**src/rtl/fc_pkg.sv**
```systemverilog
package fc_pkg;
    typedef enum logic [1:0] {ST_IDLE, ST_ERASE, ST_WCOL, ST_WPROG} fc_state_e;

    localparam logic [1:0] SEL_CTRL = 2'd0;
    localparam logic [1:0] SEL_AHI  = 2'd1;
    localparam logic [1:0] SEL_WDAT = 2'd2;

    localparam int BIT_ERASE = 0;
    localparam int BIT_WRITE = 1;

    localparam int PAGE_W = 7;
    localparam int NPAGES = 2 ** PAGE_W;
endpackage

```
**src/rtl/fc_page_map.sv**
```systemverilog
module fc_page_map #(
    parameter int AW      = 16,
    parameter bit PAGE_1K = 1'b0
) (
    input  logic [7:0]                  ahi,
    input  logic [fc_pkg::NPAGES-1:0]   lock,
    output logic [AW-1:0]               base,
    output logic                        locked
);
    localparam int SHIFT = PAGE_1K ? 8 : 9;

    logic [fc_pkg::PAGE_W-1:0] page;

    generate
        if (PAGE_1K) begin : g_small
            assign page = ahi[6:0];
        end else begin : g_large
            assign page = ahi[7:1];
        end
    endgenerate

    assign base   = AW'(page) << SHIFT;
    assign locked = lock[page];
endmodule

```
**src/rtl/fc_byte_pack.sv**
```systemverilog
module fc_byte_pack #(
    parameter int WORD_W = 32
) (
    input  logic              clk,
    input  logic              rst_n,
    input  logic              clr,
    input  logic              load,
    input  logic [7:0]        byte_in,
    output logic              last,
    output logic [WORD_W-1:0] word
);
    localparam int LANES = WORD_W / 8;
    localparam int CW    = $clog2(LANES);

    logic [CW-1:0] cnt_d, cnt_q;
    logic [7:0]    lane_q [LANES];

    always_comb begin
        cnt_d = cnt_q;
        if (clr)       cnt_d = '0;
        else if (load) cnt_d = (cnt_q == CW'(LANES - 1)) ? '0 : cnt_q + CW'(1);
    end

    always_ff @(posedge clk or negedge rst_n) begin
        if (!rst_n) cnt_q <= '0;
        else        cnt_q <= cnt_d;
    end

    for (genvar g = 0; g < LANES; g++) begin : g_lane
        always_ff @(posedge clk or negedge rst_n) begin
            if (!rst_n)                          lane_q[g] <= '0;
            else if (clr)                        lane_q[g] <= '0;
            else if (load && cnt_q == CW'(g))    lane_q[g] <= byte_in;
        end
        assign word[g*8 +: 8] = lane_q[g];
    end

    assign last = load && (cnt_q == CW'(LANES - 1));
endmodule

```
**src/rtl/fc_timeout.sv**
```systemverilog
module fc_timeout #(
    parameter int LIMIT = 4000
) (
    input  logic clk,
    input  logic rst_n,
    input  logic run,
    input  logic kick,
    output logic expired
);
    localparam int TW = $clog2(LIMIT + 1);

    logic [TW-1:0] cnt_d, cnt_q;

    always_comb begin
        cnt_d = cnt_q;
        if (!run || kick) cnt_d = '0;
        else              cnt_d = cnt_q + TW'(1);
    end

    always_ff @(posedge clk or negedge rst_n) begin
        if (!rst_n) cnt_q <= '0;
        else        cnt_q <= cnt_d;
    end

    assign expired = run && !kick && (cnt_q == TW'(LIMIT - 1));
endmodule

```
**src/rtl/flash_cmd_ctrl.sv**
```systemverilog
module flash_cmd_ctrl #(
    parameter int AW         = 16,
    parameter bit PAGE_1K    = 1'b0,
    parameter int WR_TIMEOUT = 4000
) (
    input  logic                       clk,
    input  logic                       rst_n,
    input  logic                       reg_we,
    input  logic [1:0]                 reg_sel,
    input  logic [7:0]                 reg_wdata,
    output logic [7:0]                 ctl_status,
    output logic                       cpu_stall,
    output logic                       dma_trig,
    output logic                       arr_req,
    output logic                       arr_we,
    output logic [AW-1:0]              arr_addr,
    output logic [31:0]                arr_wdata,
    input  logic                       arr_done,
    input  logic [fc_pkg::NPAGES-1:0]  arr_lock
);
    import fc_pkg::*;

    typedef struct packed {
        fc_state_e   st;
        logic        abort;
        logic        trig;
        logic [7:0]  ahi;
        logic [AW-1:0] eaddr;
        logic [AW-1:0] waddr;
    } regs_t;

    regs_t r_d, r_q;

    logic [AW-1:0] page_base;
    logic          page_locked;
    logic          ctl_wr, ahi_wr, dat_wr;
    logic          pk_last, pk_load, pk_clr;
    logic          tmo_exp;

    fc_page_map #(.AW(AW), .PAGE_1K(PAGE_1K)) u_map (
        .ahi    (r_q.ahi),
        .lock   (arr_lock),
        .base   (page_base),
        .locked (page_locked)
    );

    assign ctl_wr  = reg_we && (reg_sel == SEL_CTRL);
    assign ahi_wr  = reg_we && (reg_sel == SEL_AHI);
    assign dat_wr  = reg_we && (reg_sel == SEL_WDAT);
    assign pk_load = dat_wr && (r_q.st == ST_WCOL);
    assign pk_clr  = (r_q.st == ST_IDLE);

    fc_byte_pack #(.WORD_W(32)) u_pack (
        .clk     (clk),
        .rst_n   (rst_n),
        .clr     (pk_clr),
        .load    (pk_load),
        .byte_in (reg_wdata),
        .last    (pk_last),
        .word    (arr_wdata)
    );

    fc_timeout #(.LIMIT(WR_TIMEOUT)) u_tmo (
        .clk     (clk),
        .rst_n   (rst_n),
        .run     (r_q.st == ST_WCOL),
        .kick    (dat_wr),
        .expired (tmo_exp)
    );

    always_comb begin
        r_d      = r_q;
        r_d.trig = 1'b0;
        if (ahi_wr) r_d.ahi = reg_wdata;
        unique case (r_q.st)
            ST_IDLE: begin
                if (ctl_wr) begin
                    r_d.abort = 1'b0;
                    if (reg_wdata[BIT_ERASE]) begin
                        if (page_locked) begin
                            r_d.abort = 1'b1;
                        end else begin
                            r_d.st    = ST_ERASE;
                            r_d.eaddr = page_base;
                        end
                    end else if (reg_wdata[BIT_WRITE]) begin
                        r_d.st    = ST_WCOL;
                        r_d.waddr = page_base;
                        r_d.trig  = 1'b1;
                    end
                end
            end
            ST_ERASE: begin
                if (arr_done) r_d.st = ST_IDLE;
            end
            ST_WCOL: begin
                if (tmo_exp)      r_d.st   = ST_IDLE;
                else if (pk_last) r_d.st   = ST_WPROG;
                else if (pk_load) r_d.trig = 1'b1;
            end
            ST_WPROG: begin
                if (arr_done) begin
                    r_d.st    = ST_WCOL;
                    r_d.waddr = r_q.waddr + AW'(1);
                    r_d.trig  = 1'b1;
                end
            end
            default: r_d.st = ST_IDLE;
        endcase
    end

    always_ff @(posedge clk or negedge rst_n) begin
        if (!rst_n) begin
            r_q <= '{st: ST_IDLE, abort: 1'b0, trig: 1'b0, ahi: '0, eaddr: '0, waddr: '0};
        end else begin
            r_q <= r_d;
        end
    end

    logic busy, writing, erasing;
    assign erasing    = (r_q.st == ST_ERASE);
    assign writing    = (r_q.st == ST_WCOL) || (r_q.st == ST_WPROG);
    assign busy       = erasing || writing;
    assign ctl_status = {busy, 1'b0, r_q.abort, 3'b000, writing, erasing};
    assign cpu_stall  = busy;
    assign dma_trig   = r_q.trig;
    assign arr_req    = erasing || (r_q.st == ST_WPROG);
    assign arr_we     = (r_q.st == ST_WPROG);
    assign arr_addr   = arr_we ? r_q.waddr : r_q.eaddr;
endmodule

```
**config.mk**
```make
export PLATFORM = sky130hd
export DESIGN_NAME = flash_cmd_ctrl
export DESIGN_NICKNAME = d
export VERILOG_FILES = /design/src/rtl/fc_pkg.sv /design/src/rtl/fc_page_map.sv /design/src/rtl/fc_byte_pack.sv /design/src/rtl/fc_timeout.sv /design/src/rtl/flash_cmd_ctrl.sv
export SDC_FILE = /design/constraint.sdc
export NUM_CORES = 1
export LEC_CHECK = 0
export BUFFER_PORTS_ARGS = -buffer_cell sky130_fd_sc_hd__buf_2
export CORE_MARGIN = 3
export CORE_UTILIZATION = 40
export DETAILED_ROUTE_END_ITERATION = 6
export PLACE_DENSITY = 0.68
export SYNTH_ARGS = -nofsm -noshare
export SYNTH_HDL_FRONTEND = slang
export SYNTH_SLANG_ARGS = --single-unit
```
**constraint.sdc**
```tcl
create_clock -name clk -period 5.1 [get_ports clk]
set_clock_uncertainty 0.1 [all_clocks]
set_input_delay 1.02 -clock clk [delete_from_list [all_inputs] [get_ports clk]]
set_output_delay 1.02 -clock clk [all_outputs]
set_load 0.005 [all_outputs]
```
==> flow_summary_export.csv <==
group,metric,value,unit
outcome,outcome,"finished clean",
detailed_routing,drt_pass1_iterations,5,
clock_tree,htree_levels,3,
cells_and_area,final_nets,818,
clock_tree,clock-sinks,80,
cells_and_area,final_cells,843,
clock_tree,holdBufCountCts,0,
worst_setup_path,critPathBufInv,1,
worst_setup_path,end_kind,"register",
global_routing,grt-ovfl-total,0,
worst_setup_path,cp-start-kind,"register",
floorplan,ios,202,
timing,maxSlewHeadroom,26.4,%
global_routing,grt_max_degree,81,
timing,finalSetupViolCount,0,
floorplan,rows,40,
floorplan,die-area,13800,um2
timing,worstMarginPinSlew,1.10,ns
min_path,min_from,"u_pack.word[1]$_DFFE_PN0P_",
yosys,synth_edf_count,0,
worst_setup_path,arrival,3.62,ns
detailed_routing,drc,0,
detailed_routing,num_vias,4574,
worst_setup_path,r2r_setup_slack,1.59,ns
timing,fin_crit,3.51,ns
clock_tree,cts_root_buf,"clkbuf_16",
timing,rsz0062_at_grt,"false",
yosys,synth_area,4980,um2
floorplan,initial_core_util,41.2,%
detailed_routing,viasPerCell,5.43,
global_routing,antenna_found_initial,0,
place,gp_congestion,0.907,
yosys,syn_area_per_cell,10.1,um2
yosys,synthCells,495,
detailed_routing,drt_wl_total,14.4,mm
clock_tree,cts-buffers-inserted,9,
cells_and_area,antenna_cells,0,
yosys,ys_types,54,
yosys,async_flop_share,100,%
clock_tree,clk_pin_slew,0.06,ns
clock_tree,clkLatencyLatePin,0.33,ns
detailed_routing,ant_nets,0,
cells_and_area,mostFrequentLayoutCells,"buf_2, nand2_1, dfrtp_1",
power_and_ir_drop,power.density,373,nW/um2
cells_and_area,drive_gt1_share,38.5,%
worst_setup_path,crit_type,"register to register",
detailed_routing,routedWlPerCell,17.1,um
place,dp_hpwl,11.2,mm
detailed_routing,drt_iter0_drc,283,
min_path,hold-path-cell-count,2,
global_routing,grt_use_total,20.5,%
yosys,yosys_warnings,0,
worst_setup_path,required,5.22,ns
floorplan,die_h,118,um
cells_and_area,nFillCells,1156,
yosys,ys.flop_type,"dfrtp_1",
global_routing,grt_pass1_wl,23.0,mm
yosys,ys_seq_area_share,40.2,%
floorplan,core,12100,um2
timing,tns,0,ns
timing,hold_viol,0,
timing,slew_viol_final,0,
worst_setup_path,r2r_start,"r_q[33]$_DFFE_PN0P_",
timing,finalCritPeriodShare,68.8,%
clock_tree,postCtsResizedCells,0,
place,portBuffers,197,
worst_setup_path,path_cells,"mux4_1, mux4_2, clkinv_1, a21oi_1, a31o_4, o22ai_4, mux2_4",
power_and_ir_drop,vdd_ir_drop_max,0.000205,V
worst_setup_path,r2r_cells,7,
clock_tree,cts_buffer_depth,2,
cells_and_area,final_common_cell,"buf_2",
clock_tree,cts_tree,"done",
worst_setup_path,crit_fanout,40,
worst_setup_path,cp_slowest_cell,"dfrtp_2",
flow_run,drv_cap,0,
timing,fmax,0.285,GHz
worst_setup_path,slowest_delay,1.07,ns
global_routing,grt_pass1_vias,4462,
power_and_ir_drop,leakagePower,3.07,nW
floorplan,die-width,118,um
min_path,hold_class,"register to register",
place,dp.cells,827,
cells_and_area,area_growth,25.7,%
clock_tree,postCtsSetupRepairBufs,0,
worst_setup_path,r2r-end,"r_q[28]$_DFFE_PN0P_",
min_path,min_to,"u_pack.word[1]$_DFFE_PN0P_",
worst_setup_path,path_delay_family,"multiplexers",
yosys,synth_seq_cells,80,
flip-flops by register name (all words and copies together) (netlist names):
| name | flops |
|---|---|
| ctl_status | 1 |
| dma_trig | 1 |
| r_q | 32 |
| u_pack.word | 32 |
| u_tmo.cnt_q | 12 |
| u_pack.cnt_q | 2 |
worst max path at each step:
stage	from	to	cells after the start
2_1_floorplan	arr_lock[57]	r_q[25]$_DFFE_PN0P_	7
4_1_cts	r_q[33]$_DFFE_PN0P_	r_q[28]$_DFFE_PN0P_	7
3_3_place_gp	r_q[33]$_DFFE_PN0P_	r_q[27]$_DFFE_PN0P_	7
3_5_place_dp	r_q[33]$_DFFE_PN0P_	r_q[28]$_DFFE_PN0P_	7
5_1_grt	r_q[33]$_DFFE_PN0P_	r_q[28]$_DFFE_PN0P_	7
6_report	r_q[33]$_DFFE_PN0P_	r_q[28]$_DFFE_PN0P_	7
where the power goes:
part	switching [mW]	leakage, nW	internal [mW]
registers	0.199	1.04	0.800
clock network	0.264	0.144	0.349
logic	0.336	1.89	0.390
metrics by stage:
stage	total power, mW	hold WS, ns	utilization [%]	setup slack (ns)	instance area, um2
3_5_place_dp	1.74	0.371	49.4	1.59	5980
5_1_grt	2.50	0.407	51.7	1.38	6270
3_3_place_gp	1.71	0.364	49.4	1.65	5980
2_1_floorplan	1.45	0.346	-	1.97	5000
6_report	2.34	0.379	51.7	1.59	6270
4_1_cts	2.36	0.387	51.7	1.58	6270
cells in the mapped netlist (10+ instances only):
| library cell | n | area, um2 |
|---|---|---|
| a21oi_1 | 23 | 115 |
| and3_1 | 15 | 93.8 |
| buf_4 | 12 | 90.1 |
| clkbuf_1 | 16 | 60.1 |
| dfrtp_1 | 80 | 2000 |
| mux2_2 | 12 | 135 |
| mux2i_1 | 10 | 100 |
| mux4_1 | 10 | 263 |
| mux4_2 | 19 | 428 |
| nand2_1 | 87 | 327 |
| nand3_1 | 19 | 95.1 |
| nor2_1 | 32 | 120 |
| o21ai_0 | 43 | 215 |
worst reg2reg max path: cells and delay by family, from the launching register on:
family | cells | cell delay (ns)
AO/OA/AOI/OAI | 3 | 0.66
buffers and inverters | 1 | 0.06
multiplexers | 3 | 1.49
flip-flops | 1 | 1.07
routing by layer:
metal / share of wire [%] / track usage, % / vias up
met2: 49 / 33.2 / 189
met5: 0 / 0 / -
met4: 1.6 / 6.08 / 0
met3: 6.5 / 4.81 / 22
li1: - / - / 2146
met1: 43 / 27.6 / 2217
cell families after synthesis:
logic type / share of synthesized area (%)
AO/OA/AOI/OAI: 12.0
XOR/XNOR: 1.93
adder cells (fa/ha/maj): 1.51
buffers and inverters: 5.75
flip-flops: 40.2
multiplexers: 20.7
other: 0.0752
AND/OR/NAND/NOR: 17.9
cell type report:
| class | instances | area, um2 | area share [%] |
|---|---|---|---|
| Clock inverter | 6 | 48.8 | 0.779 |
| Tap cell | 168 | 210 | 3.35 |
| Clock buffer | 10 | 239 | 3.81 |
| Inverter | 11 | 41.3 | 0.659 |
| Multi-Input combinational cell | 368 | 2710 | 43.3 |
| Timing Repair Buffer | 200 | 1010 | 16.1 |
| Sequential cell | 80 | 2000 | 32.0 |
Note: power is estimated with default switching activity, not from simulation.
